<file path="src/rtl/cmdlist_pkg.sv">
package cmdlist_pkg;

    localparam int DESC_BYTES = 16;
    localparam int WORD_BYTES = 4;
    localparam int DESC_WORDS = DESC_BYTES / WORD_BYTES;
    localparam int WIDX_W     = $clog2(DESC_WORDS);
    localparam int CNT_W      = 16;
    localparam int STAT_W     = 16;
    localparam int WB_OFFSET  = 12;

    localparam int ST_BIT_ACTIVE = 0;
    localparam int ST_BIT_DEAD   = 1;
    localparam int ST_BIT_WAKE   = 2;

    localparam logic [3:0] OP_STOP     = 4'd7;
    localparam logic [3:0] OP_NOP_LOW  = 4'd4;

    typedef enum logic [2:0] {
        ST_IDLE,
        ST_FETCH,
        ST_DECODE,
        ST_READY,
        ST_WBACK,
        ST_HALT
    } eng_state_t;

    typedef enum logic [2:0] {
        K_BUFFER,
        K_NOP,
        K_STOP,
        K_ILLEGAL,
        K_UNSUP
    } cmd_kind_t;

    function automatic logic [CNT_W-1:0] min_cnt(input logic [CNT_W-1:0] a,
                                                 input logic [CNT_W-1:0] b);
        return (a < b) ? a : b;
    endfunction

endpackage

</file>
<file path="src/rtl/cmdlist_desc_buf.sv">
module cmdlist_desc_buf #(
    parameter int KEEP_WORDS = 2,
    parameter int IDX_W      = 2
) (
    input  logic                       clk,
    input  logic                       rst_n,
    input  logic                       cap,
    input  logic [IDX_W-1:0]           idx,
    input  logic [31:0]                din,
    output logic [KEEP_WORDS-1:0][31:0] words
);
    for (genvar g = 0; g < KEEP_WORDS; g++) begin : g_word
        always_ff @(posedge clk or negedge rst_n) begin
            if (!rst_n) begin
                words[g] <= '0;
            end else if (cap && idx == IDX_W'(g)) begin
                words[g] <= din;
            end
        end
    end
endmodule

</file>
<file path="src/rtl/cmdlist_decode.sv">
module cmdlist_decode
    import cmdlist_pkg::*;
#(
    parameter int ADDR_W = 32
) (
    input  logic [31:0]       word0,
    input  logic [31:0]       word1,
    output cmd_kind_t         kind,
    output logic [CNT_W-1:0]  req_cnt,
    output logic [ADDR_W-1:0] buf_addr
);
    logic [3:0] opcode;
    logic [2:0] key;
    logic [5:0] opts;
    logic       unused_bits;

    assign opcode      = word0[31:28];
    assign key         = word0[26:24];
    assign opts        = word0[21:16];
    assign req_cnt     = word0[CNT_W-1:0];
    assign buf_addr    = ADDR_W'(word1);
    assign unused_bits = ^{word0[27], word0[23:22]};

    always_comb begin
        if (opcode > OP_STOP) begin
            kind = K_ILLEGAL;
        end else if (opcode == OP_STOP) begin
            kind = K_STOP;
        end else if (opcode >= OP_NOP_LOW) begin
            kind = K_NOP;
        end else if (key != 3'd0 || opts != 6'd0) begin
            kind = K_UNSUP;
        end else begin
            kind = K_BUFFER;
        end
    end
endmodule

</file>
<file path="src/rtl/cmdlist_queue.sv">
module cmdlist_queue
    import cmdlist_pkg::*;
#(
    parameter int ADDR_W = 32
) (
    input  logic              clk,
    input  logic              rst_n,
    input  logic              clear,
    input  logic              load,
    input  logic [ADDR_W-1:0] load_addr,
    input  logic [CNT_W-1:0]  load_len,
    input  logic              take,
    input  logic [CNT_W-1:0]  want,
    output logic [CNT_W-1:0]  grant_cnt,
    output logic [ADDR_W-1:0] head_addr,
    output logic [CNT_W-1:0]  remain,
    output logic              empty,
    output logic              drains
);
    logic [CNT_W-1:0]  q_len;
    logic [ADDR_W-1:0] q_addr;

    assign grant_cnt = min_cnt(want, q_len);
    assign head_addr = q_addr;
    assign remain    = q_len;
    assign empty     = (q_len == '0);
    assign drains    = (want >= q_len);

    always_ff @(posedge clk or negedge rst_n) begin
        if (!rst_n) begin
            q_len  <= '0;
            q_addr <= '0;
        end else if (clear) begin
            q_len  <= '0;
        end else if (load) begin
            q_len  <= load_len;
            q_addr <= load_addr;
        end else if (take) begin
            q_len  <= q_len - grant_cnt;
            q_addr <= q_addr + ADDR_W'(grant_cnt);
        end
    end
endmodule

</file>
<file path="src/rtl/cmdlist_engine.sv">
module cmdlist_engine
    import cmdlist_pkg::*;
#(
    parameter int ADDR_W = 32
) (
    input  logic              clk,
    input  logic              rst_n,
    input  logic              start_pulse,
    input  logic              abort_pulse,
    input  logic              wake_pulse,
    input  logic              ptr_load,
    input  logic [ADDR_W-1:0] ptr_value,
    output logic [ADDR_W-1:0] cur_ptr,
    output logic              stat_active,
    output logic              stat_dead,
    output logic              stat_wake,
    output logic              mem_req,
    output logic              mem_we,
    output logic [ADDR_W-1:0] mem_addr,
    output logic [31:0]       mem_wdata,
    output logic [3:0]        mem_wstrb,
    input  logic [31:0]       mem_rdata,
    input  logic              mem_ack,
    input  logic              xfer_req,
    input  logic              xfer_push,
    input  logic [CNT_W-1:0]  xfer_len,
    output logic              xfer_ack,
    output logic              xfer_none,
    output logic [CNT_W-1:0]  xfer_cnt,
    output logic [ADDR_W-1:0] xfer_addr
);
    localparam int KEEP_WORDS = 2;

    eng_state_t state_q, state_d;

    logic [WIDX_W-1:0]        wcnt;
    logic [ADDR_W-1:0]        ptr_q;
    logic [ADDR_W-1:0]        cur_base;
    logic                     cur_is_buf;
    logic                     active_q, dead_q, wake_q;
    logic                     pend;
    logic                     pend_push;
    logic [CNT_W-1:0]         pend_len;
    logic                     ack_q, none_q;
    logic [CNT_W-1:0]         cnt_q;
    logic [ADDR_W-1:0]        addr_q;

    logic [KEEP_WORDS-1:0][31:0] dwords;
    cmd_kind_t                kind;
    logic [CNT_W-1:0]         dec_cnt;
    logic [ADDR_W-1:0]        dec_addr;

    logic                     last_word;
    logic                     q_load, q_take, q_clear;
    logic [CNT_W-1:0]         g_cnt, q_remain;
    logic [ADDR_W-1:0]        g_addr;
    logic                     q_empty, q_drains;
    logic                     serve_none;
    logic [STAT_W-1:0]        wb_status;

    assign last_word = mem_ack && (wcnt == WIDX_W'(DESC_WORDS - 1));

    cmdlist_desc_buf #(
        .KEEP_WORDS (KEEP_WORDS),
        .IDX_W      (WIDX_W)
    ) u_desc_buf (
        .clk   (clk),
        .rst_n (rst_n),
        .cap   (state_q == ST_FETCH && mem_ack),
        .idx   (wcnt),
        .din   (mem_rdata),
        .words (dwords)
    );

    cmdlist_decode #(
        .ADDR_W (ADDR_W)
    ) u_decode (
        .word0    (dwords[0]),
        .word1    (dwords[1]),
        .kind     (kind),
        .req_cnt  (dec_cnt),
        .buf_addr (dec_addr)
    );

    assign q_clear = start_pulse || abort_pulse;
    assign q_load  = (state_q == ST_DECODE) && (kind == K_BUFFER);
    assign q_take  = (state_q == ST_READY) && pend && !q_empty && !q_clear;

    cmdlist_queue #(
        .ADDR_W (ADDR_W)
    ) u_queue (
        .clk       (clk),
        .rst_n     (rst_n),
        .clear     (q_clear),
        .load      (q_load),
        .load_addr (dec_addr),
        .load_len  (dec_cnt),
        .take      (q_take),
        .want      (pend_len),
        .grant_cnt (g_cnt),
        .head_addr (g_addr),
        .remain    (q_remain),
        .empty     (q_empty),
        .drains    (q_drains)
    );

    // state register
    always_ff @(posedge clk or negedge rst_n) begin
        if (!rst_n) begin
            state_q <= ST_IDLE;
        end else begin
            state_q <= state_d;
        end
    end

    // next state
    always_comb begin
        state_d = state_q;
        unique case (state_q)
            ST_IDLE: begin
                if (wake_pulse && !dead_q) begin
                    state_d = ST_FETCH;
                end
            end
            ST_FETCH: begin
                if (last_word) begin
                    state_d = ST_DECODE;
                end
            end
            ST_DECODE: begin
                unique case (kind)
                    K_BUFFER:  state_d = ST_READY;
                    K_NOP:     state_d = ST_WBACK;
                    K_UNSUP:   state_d = ST_HALT;
                    K_STOP,
                    K_ILLEGAL: state_d = ST_IDLE;
                    default:   state_d = ST_IDLE;
                endcase
            end
            ST_READY: begin
                if (pend && (q_empty || (pend_push && q_drains))) begin
                    state_d = ST_WBACK;
                end
            end
            ST_WBACK: begin
                if (mem_ack) begin
                    state_d = ST_FETCH;
                end
            end
            ST_HALT: begin
                if (wake_pulse) begin
                    state_d = ST_FETCH;
                end
            end
            default: state_d = ST_IDLE;
        endcase
        if (abort_pulse) begin
            state_d = ST_IDLE;
        end else if (start_pulse) begin
            state_d = ST_FETCH;
        end
    end

    // memory port outputs
    assign wb_status = STAT_W'({wake_q, 1'b0, 1'b1});

    always_comb begin
        mem_req   = 1'b0;
        mem_we    = 1'b0;
        mem_addr  = '0;
        mem_wdata = '0;
        mem_wstrb = 4'b0000;
        unique case (state_q)
            ST_FETCH: begin
                mem_req  = 1'b1;
                mem_addr = ptr_q + ADDR_W'({wcnt, 2'b00});
            end
            ST_WBACK: begin
                mem_req   = 1'b1;
                mem_we    = 1'b1;
                mem_addr  = cur_base + ADDR_W'(WB_OFFSET);
                mem_wdata = {wb_status, q_remain};
                mem_wstrb = cur_is_buf ? 4'b1111 : 4'b1100;
            end
            default: ;
        endcase
    end

    assign serve_none = pend && !ack_q &&
                        (state_q == ST_IDLE || state_q == ST_HALT);

    // datapath registers
    always_ff @(posedge clk or negedge rst_n) begin
        if (!rst_n) begin
            wcnt       <= '0;
            ptr_q      <= '0;
            cur_base   <= '0;
            cur_is_buf <= 1'b0;
            active_q   <= 1'b0;
            dead_q     <= 1'b0;
            wake_q     <= 1'b0;
            pend       <= 1'b0;
            pend_push  <= 1'b0;
            pend_len   <= '0;
            ack_q      <= 1'b0;
            none_q     <= 1'b0;
            cnt_q      <= '0;
            addr_q     <= '0;
        end else begin
            ack_q <= 1'b0;

            if (state_q == ST_FETCH && mem_ack) begin
                wcnt <= wcnt + 1'b1;
            end

            if (state_q == ST_DECODE) begin
                wake_q <= 1'b0;
                unique case (kind)
                    K_BUFFER, K_NOP: begin
                        ptr_q      <= ptr_q + ADDR_W'(DESC_BYTES);
                        cur_base   <= ptr_q;
                        cur_is_buf <= (kind == K_BUFFER);
                    end
                    K_STOP: active_q <= 1'b0;
                    K_ILLEGAL: begin
                        active_q <= 1'b0;
                        dead_q   <= 1'b1;
                    end
                    default: ;
                endcase
            end

            if (q_take) begin
                ack_q  <= 1'b1;
                none_q <= 1'b0;
                cnt_q  <= g_cnt;
                addr_q <= g_addr;
                pend   <= 1'b0;
            end else if (serve_none) begin
                ack_q  <= 1'b1;
                none_q <= 1'b1;
                cnt_q  <= '0;
                pend   <= 1'b0;
            end else if (xfer_req && !pend && !ack_q) begin
                pend      <= 1'b1;
                pend_push <= xfer_push;
                pend_len  <= xfer_len;
            end

            if (wake_pulse) begin
                wake_q <= 1'b1;
                if ((state_q == ST_IDLE && !dead_q) || state_q == ST_HALT) begin
                    active_q <= 1'b1;
                    wcnt     <= '0;
                end
            end

            if (ptr_load && !active_q) begin
                ptr_q <= ptr_value;
            end

            if (abort_pulse) begin
                active_q <= 1'b0;
                dead_q   <= 1'b0;
                pend     <= 1'b0;
                wcnt     <= '0;
            end else if (start_pulse) begin
                active_q <= 1'b1;
                dead_q   <= 1'b0;
                wcnt     <= '0;
            end
        end
    end

    assign cur_ptr     = ptr_q;
    assign stat_active = active_q;
    assign stat_dead   = dead_q;
    assign stat_wake   = wake_q;
    assign xfer_ack    = ack_q;
    assign xfer_none   = none_q;
    assign xfer_cnt    = cnt_q;
    assign xfer_addr   = addr_q;

endmodule

</file>
<file path="config.mk">
export PLATFORM = sky130hd
export DESIGN_NAME = cmdlist_engine
export DESIGN_NICKNAME = d
export VERILOG_FILES = /design/src/rtl/cmdlist_pkg.sv /design/src/rtl/cmdlist_desc_buf.sv /design/src/rtl/cmdlist_decode.sv /design/src/rtl/cmdlist_queue.sv /design/src/rtl/cmdlist_engine.sv
export SDC_FILE = /design/constraint.sdc
export NUM_CORES = 1
export LEC_CHECK = 0
export ABC_AREA = 1
export BUFFER_PORTS_ARGS = -buffer_cell sky130_fd_sc_hd__buf_2
export CORE_MARGIN = 1
export CORE_UTILIZATION = 30
export CTS_CLUSTER_SIZE = 8
export DETAILED_ROUTE_END_ITERATION = 7
export PLACE_DENSITY_LB_ADDON = 0.12
export SLEW_MARGIN = 20
export SYNTH_ARGS = -nofsm -noshare
export SYNTH_HDL_FRONTEND = slang
export SYNTH_HIERARCHICAL = 1
export SYNTH_SLANG_ARGS = --single-unit
</file>
<file path="constraint.sdc">
create_clock -name clk -period 3.76 [get_ports clk]
set_input_delay 0.376 -clock clk [delete_from_list [all_inputs] [get_ports clk]]
set_output_delay 0.376 -clock clk [all_outputs]
set_load 0.05 [all_outputs]
</file>
==> results.sh, run 1 <==
export IMPL_die_w_um=238
export IMPL_status="finished, final reports clean"
export IMPL_min_period_ns=3.58
export IMPL_drv_slew=0
export IMPL_htreeDepth=2
export IMPL_clock_fmax_ghz=0.280
export IMPL_worstPathMaxFanout=5
export IMPL_regToRegSetupSlack_ns=0.31
export IMPL_avgSynthCellArea_um2=6.88
export IMPL_place_hpwl_mm=49.2
export IMPL_finalNetCount=2763
export IMPL_r2r_start="pend_len[5]"
export IMPL_grt_first_pass_wirelength_mm=97.7
export IMPL_rows=86
export IMPL_ff2ff_path_depth=20
export IMPL_core_um2=55000
export IMPL_numClockSinks=250
export IMPL_initial_core_util_pct=30.3
export IMPL_stdcell_area_um2=19600
export IMPL_fin_ws_ns=0.183
export IMPL_drtPass1Iterations=5
export IMPL_avgViaCountPerCell=4.83
export IMPL_drtAntennaViolNets=0
export IMPL_hold_end="cur_ptr[22]"
export IMPL_end_kind="output port"
export IMPL_clk_pin_slew_ns=0.06
export IMPL_tightest_slew_ns=1.00
export IMPL_finalPower_uw=10800
export IMPL_clock_latency_ns=0.57
export IMPL_grt_max_degree=97
export IMPL_cellLeakagePower_uw=0.0104
export IMPL_hp_start="ptr_value[22]"
export IMPL_die_area_um2=56500
export IMPL_cp_required_ns=3.38
export IMPL_worst_ep_arrival_time_ns=3.20
export IMPL_post_route_cells_drive_above_1_share_pct=16.1
export IMPL_rr_endpoint="u_queue/remain[10]"
export IMPL_antenna_found_initial=2
export IMPL_holdPathStages=3
export IMPL_slew_limit_headroom_pct=32.9
export IMPL_clockBufferDepth=3
export IMPL_power_density_nw_per_um2=551
export IMPL_port_buffers=229
export IMPL_period_share_pct=95.1
export IMPL_post_place_ws_ns=0.132
export IMPL_skew_ns=0.0222
export IMPL_overflow=0
export IMPL_die_h_um=238
export IMPL_insertedDiodeCount=0
export IMPL_drv_cap=0
export IMPL_drt_iter0_markers=1091
export IMPL_critPathKind="reg -> out"
export IMPL_area_growth_pct=17.4
export IMPL_vias=16300
export IMPL_hold_class="in -> reg"
export IMPL_fillCellCount=6104
export IMPL_boundaryPins=244
export IMPL_grt_use_total_pct=22.6
export IMPL_critPathLaunchType="flop"
export IMPL_drc=0
export IMPL_ir_drop_v=0.000278
export IMPL_place_area_um2=18400
export IMPL_holdWs_ns=0.0344
export IMPL_setup_viol_count_final=0
export IMPL_cts_tree="done"
export IMPL_avgRoutedWirePerCell_um=18.9
export IMPL_yosys_warnings=6
export IMPL_netlist_area_um2=16700
export IMPL_cts_root_buf="clkbuf_16"
export IMPL_grt_pass1_vias=15900
export IMPL_place_congestion=0.951
export IMPL_wl_mm=63.9
export IMPL_hold_violations=0
export IMPL_cts_buffers=38
export IMPL_syn_inst=2422
## flip-flops by register name, summed over array words and instances (netlist names), 2 cells and up
register           flops
xfer_addr             32
wcnt                   2
cur_ptr               32
cur_base              32
state_q                3
u_queue/head_addr     32
u_desc_buf/words      61
pend_len              16
xfer_cnt              16
u_queue/remain        16
## placed cells by master (no fill, tap or decap), types with 4 or more instances in the layout
master	instances
a21oi_1	62
a31oi_1	7
buf_2	228
buf_4	52
clkbuf_16	39
clkbuf_8	4
conb_1	14
dfrtp_1	250
dlygate4sd3_1	4
ha_1	53
inv_1	242
inv_2	11
mux2_2	17
nand2_1	794
nand2_2	8
nand3_1	216
nand3_2	10
nand3b_1	4
nand4_1	54
nor2_1	260
nor2_2	9
nor2_4	4
nor3_1	14
o211ai_1	9
o21a_1	6
o21ai_0	136
o21ai_1	11
o21ai_2	13
o21bai_1	6
o22ai_1	13
or2_2	5
xnor2_1	8
xor2_1	19
## critical path: stages, from the launching register on
cell	delay [ns]
dfrtp_1	0.43
ha_1	0.26
fa_1	0.54
nand2_1	0.14
inv_1	0.11
nand2_1	0.21
nor2_1	0.14
o21ai_0	0.44
nand2_1	0.12
buf_2	0.24
## metrics by stage
step           std cells  TNS, ns  utilization [%]
4_1_cts             3374        0             35.5
3_3_place_gp        3321        0             33.4
5_1_grt             3375  -0.0105             35.6
6_report            3375        0             35.6
2_1_floorplan       2435        0                -
3_5_place_dp        3321        0             33.4
## power by group
| part | internal [uW] | switching [uW] | leakage, uW |
|---|---|---|---|
| clock network | 1920 | 1300 | 0.000531 |
| registers | 3240 | 672 | 0.00326 |
| logic | 1170 | 2480 | 0.00657 |
## timing repair
item | 4_1_cts | 5_1_grt
resized for setup | 0 | 17
hold buffers | 4 | 0
setup buffers | 0 | 1
setup endpoints to repair | 0 | 25
hold endpoints to repair | 96 | 0
## worst max path at each step
stage / start / end / slack, ns / cells past startpoint
final: cur_ptr[2] / mem_addr[14] / 0.18 / 9
after CTS: pend_len[7] / u_queue/head_addr[14] / 0.11 / 18
after floorplan: u_queue/remain[15] / u_queue/head_addr[20] / 0.52 / 21
after detailed placement: pend_len[7] / u_queue/head_addr[14] / 0.13 / 18
after global placement: u_queue/remain[7] / u_queue/head_addr[14] / 0.16 / 19
after global routing: pend_len[5] / u_queue/head_addr[27] / -0.01 / 24
## per-layer routing
layer / track usage (%) / wire length (um) / vias to the layer above
met5: 0 / 23 / -
met4: 5.42 / 1340 / 4
met3: 3.41 / 3250 / 83
met2: 34.0 / 27500 / 409
met1: 33.7 / 31800 / 7709
li1: - / - / 8084
## cell type report
cell class / instances / area, um^2 / share of cell area, %
flip-flops and latches: 250 / 6260 / 32.0
repair buffers: 289 / 1660 / 8.47
well taps: 748 / 936 / 4.78
clock inverters: 3 / 37.5 / 0.192
clock buffers: 46 / 1040 / 5.33
inverters: 255 / 957 / 4.89
multi-input cells: 1784 / 8680 / 44.4
(Power assumes the default switching activity.)
==> run 2: changes to the inputs <==
--- a/config.mk
+++ b/config.mk
@@ -7,9 +7,11 @@
 export LEC_CHECK = 0
 export ABC_AREA = 1
 export BUFFER_PORTS_ARGS = -buffer_cell sky130_fd_sc_hd__buf_2
+export CELL_PAD_IN_SITES_DETAIL_PLACEMENT = 0
+export CELL_PAD_IN_SITES_GLOBAL_PLACEMENT = 1
 export CORE_MARGIN = 1
 export CORE_UTILIZATION = 30
-export CTS_CLUSTER_SIZE = 8
+export CTS_CLUSTER_DIAMETER = 100
 export DETAILED_ROUTE_END_ITERATION = 7
 export PLACE_DENSITY_LB_ADDON = 0.12
 export SLEW_MARGIN = 20
==> run 2 against run 1 <==
Against the previous run: non-clock buffer count is 2 lower; die area stayed put; final area is 0.58% higher; global-route usage is 0.51 points higher; flip-flop and latch count stayed put; sequential share of layout area is 0.18 points lower; wire length is 2.4% higher; clock-buffer cell count is 2 higher; final cell count is 0.33% higher; first-iteration DRC count is 19% higher; clock power is 8.1% higher; core utilization is 0.20 points higher; critical path type is now reg -> reg; critical endpoint is now u_queue/head_addr[30].
==> results.sh, run 2 (synthesis results as in run 1) <==
export IMPL_clk_pin_slew_ns=0.06
export IMPL_drv_slew=0
export IMPL_critPathLaunchType="flop"
export IMPL_crit_family="simple AND/OR/NAND/NOR gates"
export IMPL_cts_buffers=35
export IMPL_finalNetCount=2758
export IMPL_critPathKind="reg -> reg"
export IMPL_drc=0
export IMPL_tightest_slew_ns=0.990
export IMPL_avgViaCountPerCell=4.87
export IMPL_numClockSinks=250
export IMPL_die_w_um=238
export IMPL_drtAntennaViolNets=0
export IMPL_overflow=0
export IMPL_crit_buf_inv=3
export IMPL_cts_root_buf="clkbuf_16"
export IMPL_rows=86
export IMPL_layout_commonest_cell="nand2_1"
export IMPL_cp_required_ns=4.19
export IMPL_slew_limit_headroom_pct=33.8
export IMPL_antenna_found_initial=3
export IMPL_core_um2=55000
export IMPL_drv_cap=0
export IMPL_place_hpwl_mm=50.3
export IMPL_worstPathCellList="ha_1 > a21oi_1 > nand2_1 > nand2_1 > nand2_1 > nand2_1 > nand2_2 > clkbuf_16 > o21ai_0 > buf_4 > ha_1 > inv_1 > fa_2 > o21ai_4 > nand2_1 > nand2_1 > nand3_1 > nand3_2 > nand2_1 > nand2_1 > nand3_1 > nand2_1 > nand2_1"
export IMPL_clockBufferDepth=3
export IMPL_max_stage_delay_ns=0.42
export IMPL_fillCellCount=6108
export IMPL_post_route_cells_drive_above_1_share_pct=16.6
export IMPL_grt_first_pass_wirelength_mm=99.2
export IMPL_worst_path_most_repeated_cell="nand2_1"
export IMPL_cellLeakagePower_uw=0.0104
export IMPL_clock_latency_ns=0.57
export IMPL_wl_mm=65.4
export IMPL_htreeDepth=2
export IMPL_area_growth_pct=18.0
export IMPL_top_register="u_desc_buf/words"
export IMPL_layoutNonFillerInstCount=3386
export IMPL_place_area_um2=18400
export IMPL_worstPathMaxFanout=13
export IMPL_cts_tree="done"
export IMPL_die_h_um=238
export IMPL_setup_viol_count_final=0
export IMPL_ir_drop_v=0.000241
export IMPL_power_density_nw_per_um2=565
export IMPL_place_congestion=0.900
export IMPL_avgRoutedWirePerCell_um=19.3
export IMPL_stdcell_area_um2=19700
export IMPL_die_area_um2=56500
export IMPL_port_buffers=229
export IMPL_skew_ns=0.0317
export IMPL_status="finished, final reports clean"
export IMPL_drtPass1Iterations=5
export IMPL_boundaryPins=244
export IMPL_tns_ns=0
export IMPL_cp_slowest_cell="dfrtp_1"
export IMPL_hold_violations=0
export IMPL_grt_use_total_pct=23.1
export IMPL_most_common_layout_cells="793 x nand2_1, 260 x nor2_1, 250 x dfrtp_1"
export IMPL_grt_max_degree=98
export IMPL_insertedDiodeCount=0
export IMPL_end_kind="flop"
export IMPL_initial_core_util_pct=30.3
export IMPL_grt_pass1_vias=15900
export IMPL_drt_iter0_markers=1302
export IMPL_largest_register_ffs=61
export IMPL_worst_ep_arrival_time_ns=3.93
export IMPL_final_util_pct=35.8
export IMPL_vias=16500
export IMPL_hold_class="in -> reg"
export IMPL_dp_cells=3318
export IMPL_clock_fmax_ghz=0.286
export IMPL_period_share_pct=92.9
export IMPL_min_period_ns=3.49
-- run 2: cell types whose count changed in the layout (fill, tap and decap cells not counted), sizes merged --
cell and change:
clkinvlp +1, bufinv +4, inv +2, dlygate4sd3 -3, clkinv +4, clkbuf +3
-- run 2: path summary, 6_finish.rpt --
kind                                 startpoint                     to  slack [ns]  cells after the start
min in group asynchronous                 rst_n            pend_len[8]        0.48                      2
min                               ptr_value[12]            cur_ptr[12]        0.05                      3
min reg2reg                u_desc_buf/words[18]   u_desc_buf/words[18]        0.47                      2
max reg2reg                         pend_len[3]  u_queue/head_addr[30]        0.27                     23
max in group asynchronous                 rst_n   u_desc_buf/words[13]        2.32                      3
max                                 pend_len[3]  u_queue/head_addr[30]        0.27                     23
-- run 2: worst min-delay path, delay by kind of cell --
| kind | cells | cell delay, ns |
|---|---|---|
| AND/OR/NAND/NOR | 2 | 0.11 |
| buffers and inverters | 1 | 0.08 |
-- run 2: cell type report --
cell class / count / area, um^2 / share of cell area, %
multi-input cells: 1784 / 8690 / 44.1
flip-flops and latches: 250 / 6260 / 31.8
repair buffers: 287 / 1660 / 8.44
clock inverters: 14 / 188 / 0.954
well taps: 748 / 936 / 4.76
inverters: 255 / 957 / 4.86
clock buffers: 48 / 996 / 5.06
-- run 2: repair_timing --
action,CTS,global route
hold buffers,1,0
endpoints found under the hold margin,92,0
endpoints found under the setup margin,0,20
setup buffers,0,4
gates resized for setup,0,21
-- run 2: power breakdown --
group / internal [uW] / switching (uW) / total [uW]
clock: 2130 / 1340 / 3480
combinational: 1180 / 2560 / 3740
sequential: 3240 / 659 / 3900
-- run 2: metrics by stage --
stage | hold WS (ns) | total power, uW | setup slack, ns
2_1_floorplan | 0.0804 | 6490 | 0.516
3_3_place_gp | 0.454 | 7540 | 0.0376
3_5_place_dp | 0.458 | 7560 | 0.0602
4_1_cts | 0.0115 | 11100 | 0.0506
5_1_grt | 0.0343 | 11800 | -0.0179
6_report | 0.0474 | 11100 | 0.267
-- run 2: layer usage --
| layer | global-route usage (%) | part of all wire (%) |
|---|---|---|
| met1 | 35.0 | 51 |
| met5 | 0 | 0.049 |
| met4 | 6.16 | 2.1 |
| met2 | 33.9 | 42 |
| met3 | 3.40 | 5.3 |
